===== src/rtl/gpio_bank_pkg.sv =====
package gpio_bank_pkg;
  localparam int ADDR_W = 10;

  localparam logic [ADDR_W-1:0] OFS_BANK_EN  = 10'h008;
  localparam logic [ADDR_W-1:0] OFS_DIR      = 10'h010;
  localparam logic [ADDR_W-1:0] OFS_OUT      = 10'h014;
  localparam logic [ADDR_W-1:0] OFS_OUT_SET  = 10'h018;
  localparam logic [ADDR_W-1:0] OFS_OUT_CLR  = 10'h01C;
  localparam logic [ADDR_W-1:0] OFS_IN       = 10'h020;
  localparam logic [ADDR_W-1:0] OFS_RISE_SET = 10'h024;
  localparam logic [ADDR_W-1:0] OFS_RISE_CLR = 10'h028;
  localparam logic [ADDR_W-1:0] OFS_FALL_SET = 10'h02C;
  localparam logic [ADDR_W-1:0] OFS_FALL_CLR = 10'h030;
  localparam logic [ADDR_W-1:0] OFS_RSVD     = 10'h00C;
endpackage


===== src/rtl/gpio_in_sync.sv =====
module gpio_in_sync #(
  parameter int WIDTH  = 32,
  parameter int STAGES = 2
) (
  input  logic             clk_i,
  input  logic             rst_ni,
  input  logic [WIDTH-1:0] async_i,
  output logic [WIDTH-1:0] sync_o
);
  logic [WIDTH-1:0] stage_q [STAGES];

  always_ff @(posedge clk_i or negedge rst_ni) begin
    if (!rst_ni) stage_q[0] <= '0;
    else         stage_q[0] <= async_i;
  end

  for (genvar k = 1; k < STAGES; k++) begin : g_stage
    always_ff @(posedge clk_i or negedge rst_ni) begin
      if (!rst_ni) stage_q[k] <= '0;
      else         stage_q[k] <= stage_q[k-1];
    end
  end

  assign sync_o = stage_q[STAGES-1];
endmodule


===== src/rtl/gpio_edge_det.sv =====
module gpio_edge_det #(
  parameter int WIDTH = 32
) (
  input  logic             clk_i,
  input  logic             rst_ni,
  input  logic [WIDTH-1:0] sync_i,
  input  logic [WIDTH-1:0] rise_en_i,
  input  logic [WIDTH-1:0] fall_en_i,
  input  logic             bank_en_i,
  output logic [WIDTH-1:0] evt_o,
  output logic [WIDTH-1:0] irq_o
);
  logic [WIDTH-1:0] prev_q, evt_q, irq_q, hit;

  always_comb begin
    hit = (sync_i & ~prev_q & rise_en_i) | (~sync_i & prev_q & fall_en_i);
  end

  always_ff @(posedge clk_i or negedge rst_ni) begin
    if (!rst_ni) begin
      prev_q <= '0;
      evt_q  <= '0;
      irq_q  <= '0;
    end else begin
      prev_q <= sync_i;
      evt_q  <= hit;
      irq_q  <= hit & {WIDTH{bank_en_i}};
    end
  end

  assign evt_o = evt_q;
  assign irq_o = irq_q;

  // an event needs a level change on that pin in the previous cycle
  assert_evt_needs_change_R6: assert property (@(posedge clk_i) disable iff (!rst_ni)
    ((evt_q & ~$past(sync_i ^ prev_q)) == '0));
  // interrupts only while the bank gate was on
  assert_irq_gated_R6: assert property (@(posedge clk_i) disable iff (!rst_ni)
    (|irq_q) |-> $past(bank_en_i));
  // pulses last one cycle
  assert_one_cycle_pulse_R6: assert property (@(posedge clk_i) disable iff (!rst_ni)
    ((evt_q & $past(evt_q)) == '0));
  // edge judged against masks from before the evaluating edge
  assert_mask_before_R10: assert property (@(posedge clk_i) disable iff (!rst_ni)
    ((evt_q & ~($past(rise_en_i) | $past(fall_en_i))) == '0));
endmodule


===== src/rtl/gpio_regfile.sv =====
module gpio_regfile
  import gpio_bank_pkg::*;
#(
  parameter int WIDTH = 32
) (
  input  logic              clk_i,
  input  logic              rst_ni,
  input  logic [ADDR_W-1:0] addr_i,
  input  logic              wr_en_i,
  input  logic [WIDTH-1:0]  wdata_i,
  input  logic [WIDTH-1:0]  in_sync_i,
  output logic [WIDTH-1:0]  rdata_o,
  output logic [WIDTH-1:0]  dir_o,
  output logic [WIDTH-1:0]  out_o,
  output logic [WIDTH-1:0]  rise_en_o,
  output logic [WIDTH-1:0]  fall_en_o,
  output logic              bank_en_o
);
  logic [WIDTH-1:0] dir_q, out_q, rise_q, fall_q;
  logic             bank_q;

  always_ff @(posedge clk_i or negedge rst_ni) begin
    if (!rst_ni) begin
      dir_q  <= '1;
      out_q  <= '0;
      rise_q <= '0;
      fall_q <= '0;
      bank_q <= 1'b0;
    end else if (wr_en_i) begin
      unique case (addr_i)
        OFS_BANK_EN:  bank_q <= wdata_i[0];
        OFS_DIR:      dir_q  <= wdata_i;
        OFS_OUT:      out_q  <= wdata_i;
        OFS_OUT_SET:  out_q  <= out_q | wdata_i;
        OFS_OUT_CLR:  out_q  <= out_q & ~wdata_i;
        OFS_RISE_SET: rise_q <= rise_q | wdata_i;
        OFS_RISE_CLR: rise_q <= rise_q & ~wdata_i;
        OFS_FALL_SET: fall_q <= fall_q | wdata_i;
        OFS_FALL_CLR: fall_q <= fall_q & ~wdata_i;
        default: ;
      endcase
    end
  end

  always_comb begin
    unique case (addr_i)
      OFS_BANK_EN:                       rdata_o = {{(WIDTH-1){1'b0}}, bank_q};
      OFS_DIR:                           rdata_o = dir_q;
      OFS_OUT, OFS_OUT_SET, OFS_OUT_CLR: rdata_o = out_q;
      OFS_IN:                            rdata_o = in_sync_i;
      OFS_RISE_SET, OFS_RISE_CLR:        rdata_o = rise_q;
      OFS_FALL_SET, OFS_FALL_CLR:        rdata_o = fall_q;
      default:                           rdata_o = '0;
    endcase
  end

  assign dir_o     = dir_q;
  assign out_o     = out_q;
  assign rise_en_o = rise_q;
  assign fall_en_o = fall_q;
  assign bank_en_o = bank_q;

  assert_set_forces_one_R3: assert property (@(posedge clk_i) disable iff (!rst_ni)
    (wr_en_i && addr_i == OFS_OUT_SET) |=> ((out_q & $past(wdata_i)) == $past(wdata_i)));
  assert_clr_forces_zero_R3: assert property (@(posedge clk_i) disable iff (!rst_ni)
    (wr_en_i && addr_i == OFS_OUT_CLR) |=> ((out_q & $past(wdata_i)) == '0));
  assert_rsvd_write_ignored_R9: assert property (@(posedge clk_i) disable iff (!rst_ni)
    (wr_en_i && addr_i == OFS_RSVD) |=> ($stable(out_q) && $stable(dir_q) && $stable(rise_q)
                                        && $stable(fall_q) && $stable(bank_q)));
  assert_bank_read_R8: assert property (@(posedge clk_i) disable iff (!rst_ni)
    (addr_i == OFS_BANK_EN) |-> (rdata_o[WIDTH-1:1] == '0));
endmodule


===== src/rtl/gpio_bank.sv =====
module gpio_bank
  import gpio_bank_pkg::*;
#(
  parameter int NUM_PINS    = 32,
  parameter int SYNC_STAGES = 2
) (
  input  logic                clk_i,
  input  logic                rst_ni,
  input  logic [ADDR_W-1:0]   addr_i,
  input  logic                wr_en_i,
  input  logic [NUM_PINS-1:0] wdata_i,
  output logic [NUM_PINS-1:0] rdata_o,
  input  logic [NUM_PINS-1:0] pin_in_i,
  output logic [NUM_PINS-1:0] pin_out_o,
  output logic [NUM_PINS-1:0] pin_dir_o,
  output logic [NUM_PINS-1:0] evt_o,
  output logic [NUM_PINS-1:0] irq_o
);
  logic [NUM_PINS-1:0] in_sync, rise_en, fall_en;
  logic                bank_en;

  gpio_in_sync #(.WIDTH(NUM_PINS), .STAGES(SYNC_STAGES)) u_sync (
    .clk_i, .rst_ni, .async_i(pin_in_i), .sync_o(in_sync)
  );

  gpio_regfile #(.WIDTH(NUM_PINS)) u_regs (
    .clk_i, .rst_ni, .addr_i, .wr_en_i, .wdata_i,
    .in_sync_i(in_sync), .rdata_o, .dir_o(pin_dir_o), .out_o(pin_out_o),
    .rise_en_o(rise_en), .fall_en_o(fall_en), .bank_en_o(bank_en)
  );

  gpio_edge_det #(.WIDTH(NUM_PINS)) u_edge (
    .clk_i, .rst_ni, .sync_i(in_sync), .rise_en_i(rise_en), .fall_en_i(fall_en),
    .bank_en_i(bank_en), .evt_o, .irq_o
  );

  assert_irq_within_evt_R6: assert property (@(posedge clk_i) disable iff (!rst_ni)
    ((irq_o & ~evt_o) == '0));
endmodule


===== config.mk =====
export PLATFORM = sky130hd
export DESIGN_NAME = gpio_bank
export DESIGN_NICKNAME = d
export VERILOG_FILES = /design/src/rtl/gpio_bank_pkg.sv /design/src/rtl/gpio_in_sync.sv /design/src/rtl/gpio_edge_det.sv /design/src/rtl/gpio_regfile.sv /design/src/rtl/gpio_bank.sv
export SDC_FILE = /design/constraint.sdc
export NUM_CORES = 1
export LEC_CHECK = 0
export BUFFER_PORTS_ARGS = -buffer_cell sky130_fd_sc_hd__buf_4
export CAP_MARGIN = 15
export CORE_ASPECT_RATIO = 0.5
export CORE_UTILIZATION = 40
export DETAILED_ROUTE_END_ITERATION = 12
export GPL_TIMING_DRIVEN = 0
export SLEW_MARGIN = 20
export SYNTH_ARGS = -nofsm -noshare
export SYNTH_HDL_FRONTEND = slang
export SYNTH_HIERARCHICAL = 1
export SYNTH_SLANG_ARGS = --single-unit

===== constraint.sdc =====
create_clock -name clk_i -period 2.4 [get_ports clk_i]
set_clock_uncertainty 0.15 [all_clocks]
set_input_delay 0.48 -clock clk_i [delete_from_list [all_inputs] [get_ports clk_i]]
set_output_delay 0.48 -clock clk_i [all_outputs]
set_load 0.1 [all_outputs]

==> flow_summary.ini <==
[synth]
syn_nets = 995
synth_common_cells = dfrtp_1, a21oi_1, nand3b_1
synth_top_cell_area_share = 0.551
synth-edff-count = 0
yosysSeqAreaShare = 0.623
synth_compound_area_frac = 0.211
ys_async_sr_fraction = 1.00
post-synth-top-area-cell = dfrtp_1
synthesis.instances = 918
synth_seq_cells = 289
area_share_of_and_or_nand_nor_cells_after_synthesis = 0.0846
yosys.area_share.adder = 0
synth_area_per_cell_um2 = 12.7
postSynth.topFlopCell = dfrtp_1
main_combinational_cell_family_by_area_after_synthesis = compound AO/OA/AOI/OAI gates
yosys.area_share.xor_xnor = 0.000751
muxShareOfSynthArea = 0.0318
total_of_warnings_raised_by_yosys = 6
synthTopCellsByArea = dfrtp_1, dfstp_2, nand3b_1
netlist-cell-type-count = 41
post-synth-top-count-cell = dfrtp_1
synthesis.area_um2 = 11700

[placed_design]
dpl_worst_slack_ps = -1200
portBuffers = 233
gp_routability_congestion = 0.886
dp.final_hpwl_mm = 25.9

[drt]
wl_per_cell_um = 23.8
drt_first_iter_violations = 875
detailedRoute.firstPassIterationCount = 5
drt-vias-per-instance = 5.70
num_vias = 9446
detail_route.wirelength_mm = 39.5
drcViolationCount = 0
number_of_routed_nets_with_antenna_violations = 0

[pwr]
cellPowerDensity_nw_per_um2 = 647
vdd_ir_drop_max_v = 0.000459
total_leakage_power_nw = 7.60

[sta]
postLayoutSetupSlackWorst_ps = -390
hold_slack_ps = 194
worst_slew_margin_rel = 0.311
worstMarginPinSlew_ps = 1030
drv_slew = 0
fmax_mhz = 358
fin_crit_sh = 1.16
totalNegativeSetupSlack_ps = -11510
setup_failing_eps_final = 32
grt_setup_unrepaired = true
report.final.hold_viol_count = 0
period_needed_ps = 2790

[global_route]
grt-ovfl-total = 0
antenna_violations_before_repair = 0
first_pass_grt_wire_length_mm = 58.8
globalRouteTotalUtil = 0.264
grt_start_max_net_pins = 82
number_of_global_route_vias_before_repair = 9510

[clocking]
numCtsBuffers = 27
htreeDepth = 1
clkTransAtPathRegs_ps = 70
cts.path.max_buffers = 3
tritoncts_clock_tree = built
cts_root_buffer = clkbuf_16
insertion_delay_ps = 560
cts.sink_count = 289

[critical_path]
crit_path_cell_trace = buf_8 > or4_4 > a211oi_4 > buf_6 > clkbuf_16 > a221o_4 > buf_12
critical_path_required_ps = 1770
worst_ep_arrival_time_ps = 2160
largest_stage_delay_on_the_critical_path_ps = 610
worstSetupStartpointType = input pin
critical-path-slowest-cell = or4_4
worstSetupEndpointType = output port
path_class = input pin to output port
critPathMaxFanout = 6

[final_layout]
antenna-diode-count = 0
areaGrowthSynthToFinish_pct = 43.5
final_nets = 1333
post_route_cells_drive_above_1_share = 0.408
n_fill_cell = 2300

[floorplanning]
die_height_um = 123
io_pins = 237
die-area_um2 = 29900
floorplan.initialDensity = 0.414
die-width_um = 244
placement_row_count = 43
placeableCoreArea_um2 = 28200

[worst_hold_path]
min_path_type = flip-flop to flip-flop

[job]
cap_viol_max_count = 0

[status]
violations_in_the_final_reports = negative setup slack
run_status = finished with violations
## worst max-delay path: cells and delay by family
kind	cells	cell delay, ps
AO/OA/AOI/OAI	2	400
buffers and inverters	4	660
AND/OR/NAND/NOR	1	610
## through the flow
step	util	std cells	power, W	area, µm²
global placement	0.507	1533	0.00603	14300
finish	0.594	1658	0.0108	16700
global route	0.594	1658	0.0112	16700
floorplan	-	918	0.00564	12100
detailed placement	0.511	1536	0.00607	14400
CTS	0.592	1657	0.0109	16700
## placed cells by master (no fill, tap or decap), types with 34 or more instances in the layout
| cell | n |
|---|---|
| a21oi_1 | 64 |
| a22o_1 | 48 |
| buf_4 | 240 |
| dfrtp_1 | 257 |
| dlygate4sd3_1 | 65 |
| nand2_1 | 36 |
| nand3b_1 | 63 |
| nor2_1 | 45 |
| o21ai_0 | 34 |
## kinds of logic (layout without fill, tap and decap cells)
| family | Yosys count | in the layout |
|---|---|---|
| compound gates | 325 | 325 |
| xor+xnor | 1 | 1 |
| buf+inv | 99 | 457 |
| flops | 289 | 289 |
| mux | 33 | 33 |
| simple gates | 171 | 171 |
## what timing repair did
item,in CTS,in global routing
buffers inserted,6,1
gates cloned,2,0
hold buffers,65,0
setup endpoints to repair,32,75
resized for setup,149,19
endpoints found under the hold margin,144,0
pin swaps,5,5
## cell type report
type / count / area (µm²) / area share
plain buffers: 96 / 747 / 0.0446
clock buffers: 38 / 787 / 0.0470
clock inverters: 11 / 193 / 0.0115
inverters: 2 / 7.51 / 0.000448
multi-input cells: 530 / 4240 / 0.253
flip-flops and latches: 289 / 7270 / 0.434
well taps: 382 / 478 / 0.0285
repair buffers: 310 / 3020 / 0.180
## power by group
group / total, W / switching [W] / internal [W] / leakage (nW)
clock network: 0.00473 / 0.00190 / 0.00283 / 0.475
logic: 0.000983 / 0.000637 / 0.000346 / 3.43
registers: 0.00512 / 0.0000904 / 0.00502 / 3.69
total: 0.0108 / 0.00263 / 0.00820 / 7.60
## worst paths after layout
check,startpoint,end,slack [ps],cells past startpoint
setup / recovery,addr_i[9],rdata_o[0],-390,7
hold / removal,u_sync/stage_q[62]$_DFF_PN0_,u_sync/sync_o[30]$_DFF_PN0_,190,0
setup reg to reg,u_regs/bank_en_o$_DFFE_PN0P_,u_edge/irq_o[17]$_DFF_PN0_,1040,2
hold reg to reg,u_sync/stage_q[62]$_DFF_PN0_,u_sync/sync_o[30]$_DFF_PN0_,190,0
max in group asynchronous,rst_ni,u_regs/dir_o[3]$_DFFE_PN1P_,590,4
min in group asynchronous,rst_ni,u_edge/irq_o[24]$_DFF_PN0_,310,2
## layer usage
layer	vias to the layer above	part of all wire	global-route usage
met5	-	0	0
met4	0	0.023	0.0711
met3	67	0.072	0.0409
met2	401	0.47	0.423
met1	4864	0.43	0.376
li1	4114	-	-
(Power assumes the default switching activity.)
